`config.mk`:
```
export PLATFORM = sky130hd
export DESIGN_NAME = pix_serializer
export DESIGN_NICKNAME = d
export VERILOG_FILES = /design/src/rtl/pix_ser_pkg.sv /design/src/rtl/pix_step_gate.sv /design/src/rtl/pix_tracker.sv /design/src/rtl/pix_shifter.sv /design/src/rtl/pix_serializer.sv
export SDC_FILE = /design/constraint.sdc
export NUM_CORES = 1
export LEC_CHECK = 0
export ABC_AREA = 1
export CORE_MARGIN = 5
export CORE_UTILIZATION = 56
export DETAILED_ROUTE_END_ITERATION = 6
export DONT_BUFFER_PORTS = 1
export PLACE_DENSITY = 0.71
export SYNTH_ARGS = -nofsm -noshare
export SYNTH_HDL_FRONTEND = slang
export SYNTH_SLANG_ARGS = --single-unit
```
`constraint.sdc`:
```
create_clock -name clk_i -period 2.6 [get_ports clk_i]
set_input_delay 0.52 -clock clk_i [delete_from_list [all_inputs] [get_ports clk_i]]
set_output_delay 0.52 -clock clk_i [all_outputs]
set_load 0.01 [all_outputs]
```
`src/rtl/pix_ser_pkg.sv`:
```
package pix_ser_pkg;
  localparam int unsigned DATA_W  = 8;
  localparam int unsigned PIX_W   = 4;
  localparam int unsigned SEL_W   = 2;
  localparam int unsigned NBITS_W = 3;

  typedef enum logic [SEL_W-1:0] {
    SCALE_X1 = 2'b00,
    SCALE_X2 = 2'b01,
    SCALE_X4 = 2'b10,
    SCALE_X4_ALT = 2'b11
  } scale_e;

  // bits consumed per pixel for a depth select
  function automatic logic [NBITS_W-1:0] depth_bits(input logic [SEL_W-1:0] sel);
    unique case (sel)
      2'b00:   depth_bits = 3'd1;
      2'b01:   depth_bits = 3'd2;
      default: depth_bits = 3'd4;
    endcase
  endfunction
endpackage

```
`src/rtl/pix_step_gate.sv`:
```
module pix_step_gate
  import pix_ser_pkg::*;
#(
  parameter int unsigned PHASE_W   = 8,
  parameter logic [PHASE_W-1:0] HALF_MASK    = 8'hAA,
  parameter logic [PHASE_W-1:0] QUARTER_MASK = 8'h88
) (
  input  logic [SEL_W-1:0]   scale_i,
  input  logic [PHASE_W-1:0] phase_i,
  output logic               step_o
);
  logic half_hit, quarter_hit;

  assign half_hit    = |(phase_i & HALF_MASK);
  assign quarter_hit = |(phase_i & QUARTER_MASK);

  always_comb begin
    unique case (scale_e'(scale_i))
      SCALE_X1: step_o = 1'b1;
      SCALE_X2: step_o = half_hit;
      default:  step_o = quarter_hit;
    endcase
  end
endmodule

```
`src/rtl/pix_tracker.sv`:
```
module pix_tracker
  import pix_ser_pkg::*;
#(
  parameter int unsigned RING_W = 8
) (
  input  logic               clk_i,
  input  logic               rst_ni,
  input  logic               load_i,
  input  logic               step_i,
  input  logic [NBITS_W-1:0] nbits_i,
  output logic [RING_W-1:0]  trk_o,
  output logic               active_o
);
  localparam logic [RING_W-1:0] START = RING_W'(1);

  logic [RING_W-1:0] trk_q, rot;

  // rotate left by the pixel width, top bits wrap to the bottom
  assign rot = (trk_q << nbits_i) | (trk_q >> (RING_W - 32'(nbits_i)));
  assign active_o = |trk_q;
  assign trk_o    = trk_q;

  always_ff @(posedge clk_i or negedge rst_ni) begin
    if (!rst_ni) begin
      trk_q <= '0;
    end else if (load_i) begin
      trk_q <= START;
    end else if (active_o && step_i) begin
      trk_q <= (rot == START) ? '0 : rot;
    end
  end
endmodule

```
`src/rtl/pix_shifter.sv`:
```
module pix_shifter
  import pix_ser_pkg::*;
#(
  parameter int unsigned DW = 8,
  parameter int unsigned PW = 4
) (
  input  logic               clk_i,
  input  logic               rst_ni,
  input  logic               load_i,
  input  logic               adv_i,
  input  logic [DW-1:0]      byte_i,
  input  logic [NBITS_W-1:0] nbits_i,
  output logic [PW-1:0]      pix_o
);
  logic [DW-1:0] sd_q;
  logic [PW-1:0] top;

  assign top   = sd_q[DW-1 -: PW];
  assign pix_o = top >> (PW - 32'(nbits_i));

  always_ff @(posedge clk_i or negedge rst_ni) begin
    if (!rst_ni) begin
      sd_q <= '0;
    end else if (load_i) begin
      sd_q <= byte_i;
    end else if (adv_i) begin
      sd_q <= sd_q << nbits_i;
    end
  end
endmodule

```
`src/rtl/pix_serializer.sv`:
```
module pix_serializer
  import pix_ser_pkg::*;
#(
  parameter int unsigned PHASE_W = 8,
  parameter logic [PHASE_W-1:0] HALF_MASK    = 8'hAA,
  parameter logic [PHASE_W-1:0] QUARTER_MASK = 8'h88
) (
  input  logic               clk_i,
  input  logic               rst_ni,
  input  logic               load_i,
  input  logic [DATA_W-1:0]  byte_i,
  input  logic [SEL_W-1:0]   depth_i,
  input  logic [SEL_W-1:0]   scale_i,
  input  logic [PHASE_W-1:0] phase_i,
  output logic [PIX_W-1:0]   pix_o,
  output logic               blank_o
);
  localparam int unsigned RING_W = DATA_W;

  logic [NBITS_W-1:0] nbits;
  logic               step, active, adv;
  logic [RING_W-1:0]  trk;

  assign nbits = depth_bits(depth_i);
  assign adv   = active && step && !load_i;

  pix_step_gate #(
    .PHASE_W(PHASE_W), .HALF_MASK(HALF_MASK), .QUARTER_MASK(QUARTER_MASK)
  ) u_gate (
    .scale_i(scale_i), .phase_i(phase_i), .step_o(step)
  );

  pix_tracker #(.RING_W(RING_W)) u_track (
    .clk_i(clk_i), .rst_ni(rst_ni), .load_i(load_i), .step_i(step),
    .nbits_i(nbits), .trk_o(trk), .active_o(active)
  );

  pix_shifter #(.DW(DATA_W), .PW(PIX_W)) u_shift (
    .clk_i(clk_i), .rst_ni(rst_ni), .load_i(load_i), .adv_i(adv),
    .byte_i(byte_i), .nbits_i(nbits), .pix_o(pix_o)
  );

  assign blank_o = !active;
endmodule

```
After elaboration in Yosys (flattened, before gate mapping):

Cells that the tools add are included.

* flip-flop bits (word level): 16
* input port bits: 23
* output and inout port bits: 5
* logic and storage cells: 30

* $add $sub $neg: 2
* eq/ne operators: 3
* shifts and indexed selects: 4
* multiplexer cells: 7
* bitwise logic cells: 1
* reductions and logical operators: 11

Operator list (count)
* $mux W8: 5
* $shr A4 B32 Y4: 1
* $shr A8 B32 Y8: 1
* $shl A8 B3 Y8: 2
* $eq A8 B1 Y1 const B: 1
* $or A8 B8 Y8: 1
* $reduce_or A8 Y1: 1
* $pmux W3 S2: 1
* $sub A4 B3 Y5 const A: 1
* $eq A2 B1 Y1 const B: 2
* $logic_not A2 Y1: 2
* $reduce_bool A2 Y1: 2
* $reduce_or A4 Y1: 1
* $sub A3 B3 Y4 const A: 1
* $logic_and A1 B1 Y1: 2
* $logic_not A1 Y1: 2
* $pmux W1 S2: 1
* $reduce_or A2 Y1: 1

Longest topological paths before layout:

Gate-level depths: netlist of run 1.

* depth in word-level cells: 9
* gate-level depth with buffers: 13
* gate-level depth less buffers: 12

Cells and area by module:

A second synthesis of run 1 with hierarchy kept.

* cells, all modules: 282
* area total of the unflattened synthesis: 1687.9 sq um

By module, submodules not included
* pix_tracker: instances 1, cells each 156, area an instance 927.1 sq um, seq. area each 200.2 sq um
* pix_shifter: instances 1, cells each 112, area an instance 704.4 sq um, seq. area each 200.2 sq um
* pix_serializer: instances 1, cells each 7, area an instance 28.8 sq um, seq. area each 0.0 sq um
* pix_step_gate: instances 1, cells each 7, area an instance 27.5 sq um, seq. area each 0.0 sq um

Least setup slack after synthesis of run 1:

OpenSTA, ideal clock, no wires.

* kind: input to output
* from: input depth_i[1]
* to: output pix_o[1]
* data arrival time: 1.524 ns
* required time: 2.080 ns
* setup slack: 0.556 ns
* stages on the path: 8
* path buffers: 1
* path through: inv_4 > nand2_2 > ha_1 > buf_6 > inv_1 > o21ai_0 > o21ai_0 > inv_1

* longest elaborated chain between the ends: 4
* elaborated cells between the ends (all ways): 5
* classes of those cells: add/sub (1); eq/ne (1); shift (1); mux (1); reduce/logical (1)

Ends and longest elaborated chain
* start: declaration: RTL line pix_serializer.sv:12 `input logic [SEL_W-1:0] depth_i,`
* $eq A2 B1 Y1 or $logic_not A2 Y1 (tied branches): RTL line pix_ser_pkg.sv:16 `unique case (sel)`
* $pmux W3 S2 *: RTL line pix_ser_pkg.sv:16
* $sub A3 B3 Y4 *: RTL line pix_shifter.sv:19 `assign pix_o = top >> (PW - 32'(nbits_i));`
* $shr A4 B32 Y4 *: RTL line pix_shifter.sv:19
* end: declaration: RTL line pix_serializer.sv:15 `output logic [PIX_W-1:0] pix_o,`

Every way passes the cells marked *; elsewhere a longest branch is shown, timed or not.

Worst setup path after layout of run 1:

Same ends and word-level chain as after synthesis.

==> qor.csv, run 1 <==
metric,value,unit
outcome,finished clean,
# IOs,28,
setup TNS,0,ps
Antenna Cells,0,
slowest library cell on the worst path,ha_1,
"most common cell after layout, fill and taps aside",nand2_1,
normalized max-slew margin,48.5,%
Clock Skew,4.63,ps
post-synthesis async set-or-reset flop share,100,%
synthesized area,0.00133,mm2
vias in the first global route,1269,
Synth Area per Inst,6.32,um2
total wire length,3.41,mm
worst hold endpoint,u_track.trk_o[0],
final setup fails,0,
share of cells above drive strength 1,9.00,%
Final WS setup,329,ps
count of final hold-check violations,0,
crit path kind,in2out,
CP cell instances,"inv_4, nand2_2, ha_1, inv_1, o21ai_0, o21ai_0, inv_1",
hold buffer count at cts,1,
Final ANT Viol Nets,0,
CTS tree,built,
Synth top area share,30.0,%
# H-tree levels,1,
CTS buffer count,3,
clk root buf,clkbuf_4,
Synth area leaders,"dfrtp_1, nand2_1, nand3_1",
Register-to-Register Path Depth,8,
drt pass-1 iters,4,
crit path DAT,1750,ps
grt ovf,0,
initial antenna violation count,0,
HPWL after DPL,2.56,mm
Starting DRT DRC Count,92,
Final min period,2270,ps
crit path max fanout,15,
initial core utilization,59.7,%
Max Freq,440,MHz
total track usage,21.4,%
RD Place Congestion,0.937,
"commonest non-fill, non-tap cells in the layout","nand2_1, inv_1, nand3_1",
Worst-Skew Late Latency,290,ps
Chip Width,58.8,um
Worst setup SP type,primary input,
post-synth cell types,30,
sequential fraction of the synthesis area,30.0,%
Worst EP required,2080,ps
flop-to-flop setup slack,780,ps
RR Startpoint,u_track.trk_o[0],
chip height,58.8,um
"Design Area, Final",0.00137,mm2
Port-buffer cells,0,
cells after synthesis,211,
via/cell ratio,5.81,
Worst R2R End,u_track.trk_o[2],
fin nets,236,
hold path depth,2,
DP Worst Slack,364,ps
Avg WL per Cell,14.3,um
Placed Area,0.00133,mm2
Synth Flop Type,dfrtp_1,
die area,0.00346,mm2
Worst-path clk slew,90,ps
endpoint type of the worst setup path,output pin,
worst slew pin tran,769,ps
Placed Cells,234,
DRC,0,
synthesized flop and latch total,16,
first-pass GRT wire length,5.82,mm
Layout area overhead,3.10,%
fin crit share,87.3,%
Max-Cap Viols,0,
pwr dens,545,mW/mm2
Yosys top cell by area,dfrtp_1,
Tot Pwr,0.749,mW
largest net degree at the start of global routing,20,
final cell count without fillers,239,
Post-synth EDFFs,0,
Max stage delay on crit path,440,ps
num rows,17,
Setup Buffers After CTS,0,
Mapped Nets,235,
final slew viol count,0,
unrepaired setup endpoints after global routing,no,
Synth warnings,0,
clk sinks,16,
area of the core,0.00223,mm2
leakage,0.679,nW
Hold Startpoint,load_i,
total number of vias,1389,
Peak supply drop,0.319,mV
CTS Buffer Depth,2,
worst hold path type,in2reg,
post-CTS sizing,0,
cell usage after synthesis, types with 2 or more instances:
library cell / n
buf_6: 3
o211ai_1: 2
o21ai_0: 16
o21ai_1: 4
dfrtp_1: 16
nand2_1: 81
nand4_1: 2
inv_1: 21
nor3_1: 3
nor2_2: 2
nand2_2: 2
nor2_1: 11
buf_2: 2
or2_2: 2
nand3_1: 20
a21oi_1: 8
o221ai_1: 3
stage by stage:
step           util [%]  hold WS [ps]
6_report           61.5           339
3_3_place_gp       59.4           225
4_1_cts            61.5           332
5_1_grt            61.5           320
3_5_place_dp       59.4           225
2_1_floorplan         -           224
final cells by class:
class                   count  area (um2)
well taps                  28        35.0
clock buffers               4        36.3
flip-flops and latches     16         400
multi-input cells         165         792
inverters                  24        92.6
fillers                   242         860
repair buffers              2        17.5
worst max-delay path by stage:
| stage | startpoint | to | slack, ps | cells after the start |
|---|---|---|---|---|
| 6_report | depth_i[1] | pix_o[1] | 330 | 7 |
| 5_1_grt | depth_i[1] | pix_o[1] | 230 | 7 |
| 4_1_cts | depth_i[1] | pix_o[1] | 360 | 7 |
| 3_5_place_dp | depth_i[1] | pix_o[1] | 360 | 7 |
| 3_3_place_gp | depth_i[1] | pix_o[1] | 400 | 7 |
| 2_1_floorplan | depth_i[1] | pix_o[1] | 560 | 8 |
routing by layer:
metal | vias to the layer above | share of wire, % | track usage, %
li1 | 690 | - | -
met5 | - | 0 | 0
met3 | 4 | 7.7 | 3.51
met2 | 58 | 45 | 33.1
met1 | 637 | 47 | 30.6
met4 | 0 | 0.73 | 6.15
critical path, delay by kind of cell:
kind | cells | cell delay [ps]
and+or+nand+nor | 1 | 140
buffers and inverters | 3 | 380
AOI/OAI and AO/OA | 2 | 260
adders and majority gates | 1 | 440
flip-flops by register name (all words and copies together), names as in the netlist:
| name | count |
|---|---|
| u_shift.sd_q | 8 |
| u_track.trk_o | 8 |
logic make-up (layout without fill, tap and decap cells):
group	after synthesis	after routing	synth area share, %
simple gates	127	127	42.3
compound gates	37	37	16.2
buf+inv	30	30	10.5
flops	16	16	30.0
fa+ha+maj	1	1	0.939
power breakdown:
| group | total (mW) | switching (mW) | internal [mW] |
|---|---|---|---|
| combinational | 0.265 | 0.177 | 0.0877 |
| clock | 0.167 | 0.0815 | 0.0852 |
| sequential | 0.317 | 0.0337 | 0.284 |
| total | 0.749 | 0.293 | 0.457 |
(Power assumes the default switching activity.)
==> run 2, diff against run 1 <==
--- a/config.mk
+++ b/config.mk
@@ -6,11 +6,14 @@
 export NUM_CORES = 1
 export LEC_CHECK = 0
 export ABC_AREA = 1
+export CELL_PAD_IN_SITES_DETAIL_PLACEMENT = 1
+export CELL_PAD_IN_SITES_GLOBAL_PLACEMENT = 2
 export CORE_MARGIN = 5
-export CORE_UTILIZATION = 56
+export CORE_UTILIZATION = 35
 export DETAILED_ROUTE_END_ITERATION = 6
 export DONT_BUFFER_PORTS = 1
-export PLACE_DENSITY = 0.71
+export PLACE_DENSITY_LB_ADDON = 0.1
+export REMOVE_ABC_BUFFERS = 1
 export SYNTH_ARGS = -nofsm -noshare
 export SYNTH_HDL_FRONTEND = slang
 export SYNTH_SLANG_ARGS = --single-unit
==> run 2 against run 1 <==
Total power is 5.1% higher. Register-to-register slack gained 120 ps. Non-clock buffer count increased by 1. Routed wire length is 20% higher. Sequential cell count stayed put. Critical path type unchanged. Cell count up 8.4%. Critical path depth is the same. Combinational power up 3%.
==> qor.csv, run 2 (synthesis results as in run 1) <==
metric,value,unit,change
outcome,finished clean,,
Final min period,2250,ps,-18.1 ps
fin nets,237,,+0.42%
RR Startpoint,u_track.trk_o[0],,
worst hold path type,in2reg,,
leakage,0.685,nW,+0.78%
# H-tree levels,1,,unchanged
worst slew pin tran,823,ps,+54.0 ps
unrepaired setup endpoints after global routing,no,,
Antenna Cells,0,,unchanged
Port-buffer cells,0,,unchanged
Placed Cells,255,,+9.0%
sequential fraction of design power,40.4,%,-2.0 points
drt pass-1 iters,4,,unchanged
final slew viol count,0,,unchanged
DRC,0,,unchanged
CTS buffer count,3,,unchanged
num rows,22,,+5
Net Sw Frac,39.6,%,+0.51 points
Max Freq,444,MHz,+0.80%
initial antenna violation count,0,,unchanged
count of final hold-check violations,0,,unchanged
normalized max-slew margin,44.9,%,-3.6 points
total track usage,17.5,%,-3.9 points
via/cell ratio,5.25,,-9.6%
die area,0.00514,mm2,+49%
Worst R2R End,u_track.trk_o[4],,
final setup fails,0,,unchanged
RD Place Congestion,0.854,,-8.8%
total wire length,4.09,mm,+20%
area of the core,0.00369,mm2,+65%
"commonest non-fill, non-tap cells in the layout","nand2_1, inv_1, nand3_1",,
crit path max fanout,15,,unchanged
final cell count without fillers,259,,+8.4%
chip height,71.7,um,+22%
Avg WL per Cell,15.8,um,+11%
crit path kind,in2out,,
NetSw,0.312,mW,+6.5%
flop-to-flop setup slack,900,ps,+120 ps
Final ANT Viol Nets,0,,unchanged
setup TNS,0,ps,unchanged
CP cell instances,"inv_4, nand2_2, ha_1, inv_1, o21ai_0, o21ai_0, inv_1",,
Worst-path clk slew,70,ps,-20 ps
"most common cell after layout, fill and taps aside",nand2_1,,
worst hold slack,388,ps,+49.0 ps
clk root buf,clkbuf_8,,
Register-to-Register Path Depth,8,,unchanged
CTS tree,built,,
crit path DAT,1730,ps,-20 ps
largest net degree at the start of global routing,20,,unchanged
Starting DRT DRC Count,65,,-29%
Layout area overhead,5.92,%,
first-pass GRT wire length,7.21,mm,+24%
CTS Buffer Depth,2,,unchanged
Setup crit start,depth_i[1],,
# IOs,28,,unchanged
grt ovf,0,,unchanged
Gate power share,34.7,%,-0.7 points
Worst EP required,2080,ps,about the same
fin crit share,86.7,%,-0.70 points
vias in the first global route,1461,,+15%
initial core utilization,36.1,%,-24 points
Tot Pwr,0.788,mW,+5.1%
HPWL after DPL,3.18,mm,+24%
Max stage delay on crit path,430,ps,about the same
Worst-Skew Late Latency,250,ps,-40 ps
Worst setup SP type,primary input,,
Internal,0.476,mW,+4.3%
share of cells above drive strength 1,9.00,%,unchanged
total number of vias,1360,,-2.1%
pwr dens,558,mW/mm2,+2.3%
crit path to,pix_o[1],,
Peak supply drop,0.204,mV,-36%
Clock power frac,24.8,%,+2.5 points
endpoint type of the worst setup path,output pin,,
clk sinks,16,,unchanged
Clock Skew,1.90,ps,-2.73 ps
post-CTS sizing,0,,unchanged
slowest library cell on the worst path,ha_1,,
Max-Cap Viols,0,,unchanged
Chip Width,71.7,um,+22%
-- run 2: critical path, delay by kind of cell --
family,cells,cell delay [ps]
simple gates,1,120
compound gates,2,270
fa+ha+maj,1,430
buf+inv,3,380
-- run 2: area by class of cell --
type                            count  area [um2]
Timing Repair Buffer                3        25.0
Fill cell                         500        2280
Multi-Input combinational cell    165         792
Tap cell                           48        60.1
Inverter                           24        92.6
Clock buffer                        3        41.3
Sequential cell                    16         400
-- run 2: stage by stage --
step / utilization [%] / instance area [um2] / setup WS (ps)
after floorplan: - / 1280 / 566
after global placement: 36.9 / 1360 / 389
after detailed placement: 36.9 / 1360 / 342
after CTS: 38.3 / 1410 / 340
after global routing: 38.3 / 1410 / 170
final: 38.3 / 1410 / 347
-- run 2: layer usage --
| layer | global-route usage, % | share of wire (%) | vias to the layer above |
|---|---|---|---|
| met4 | 3.55 | 0.42 | 0 |
| met2 | 31.1 | 50 | 25 |
| met3 | 2.95 | 3.4 | 2 |
| li1 | - | - | 687 |
| met1 | 22.2 | 46 | 646 |
| met5 | 0 | 0 | - |
-- run 2: power groups by stage --
stage               Clock [mW]  Combinational, mW  Sequential (mW)
floorplan                    0              0.205            0.311
global placement             0              0.264            0.321
detailed placement           0              0.270            0.323
CTS                      0.201              0.278            0.318
global route             0.216              0.316            0.323
finish                   0.196              0.274            0.319
-- run 2: how the worst min path moves through the flow --
stage,slack (ps),to,depth (start not counted),startpoint
floorplan,220,u_shift.sd_q[0],0,rst_ni
global placement,220,u_track.trk_o[1],0,rst_ni
detailed placement,220,u_track.trk_o[1],0,rst_ni
CTS,380,u_track.trk_o[0],2,load_i
global route,380,u_track.trk_o[0],2,load_i
finish,390,u_track.trk_o[0],2,load_i
-- run 2: timing repair --
| action | 4_1_cts | 5_1_grt |
|---|---|---|
| buffers inserted | 0 | 0 |
| endpoints found under the hold margin | 16 | 0 |
| hold buffers | 1 | 0 |
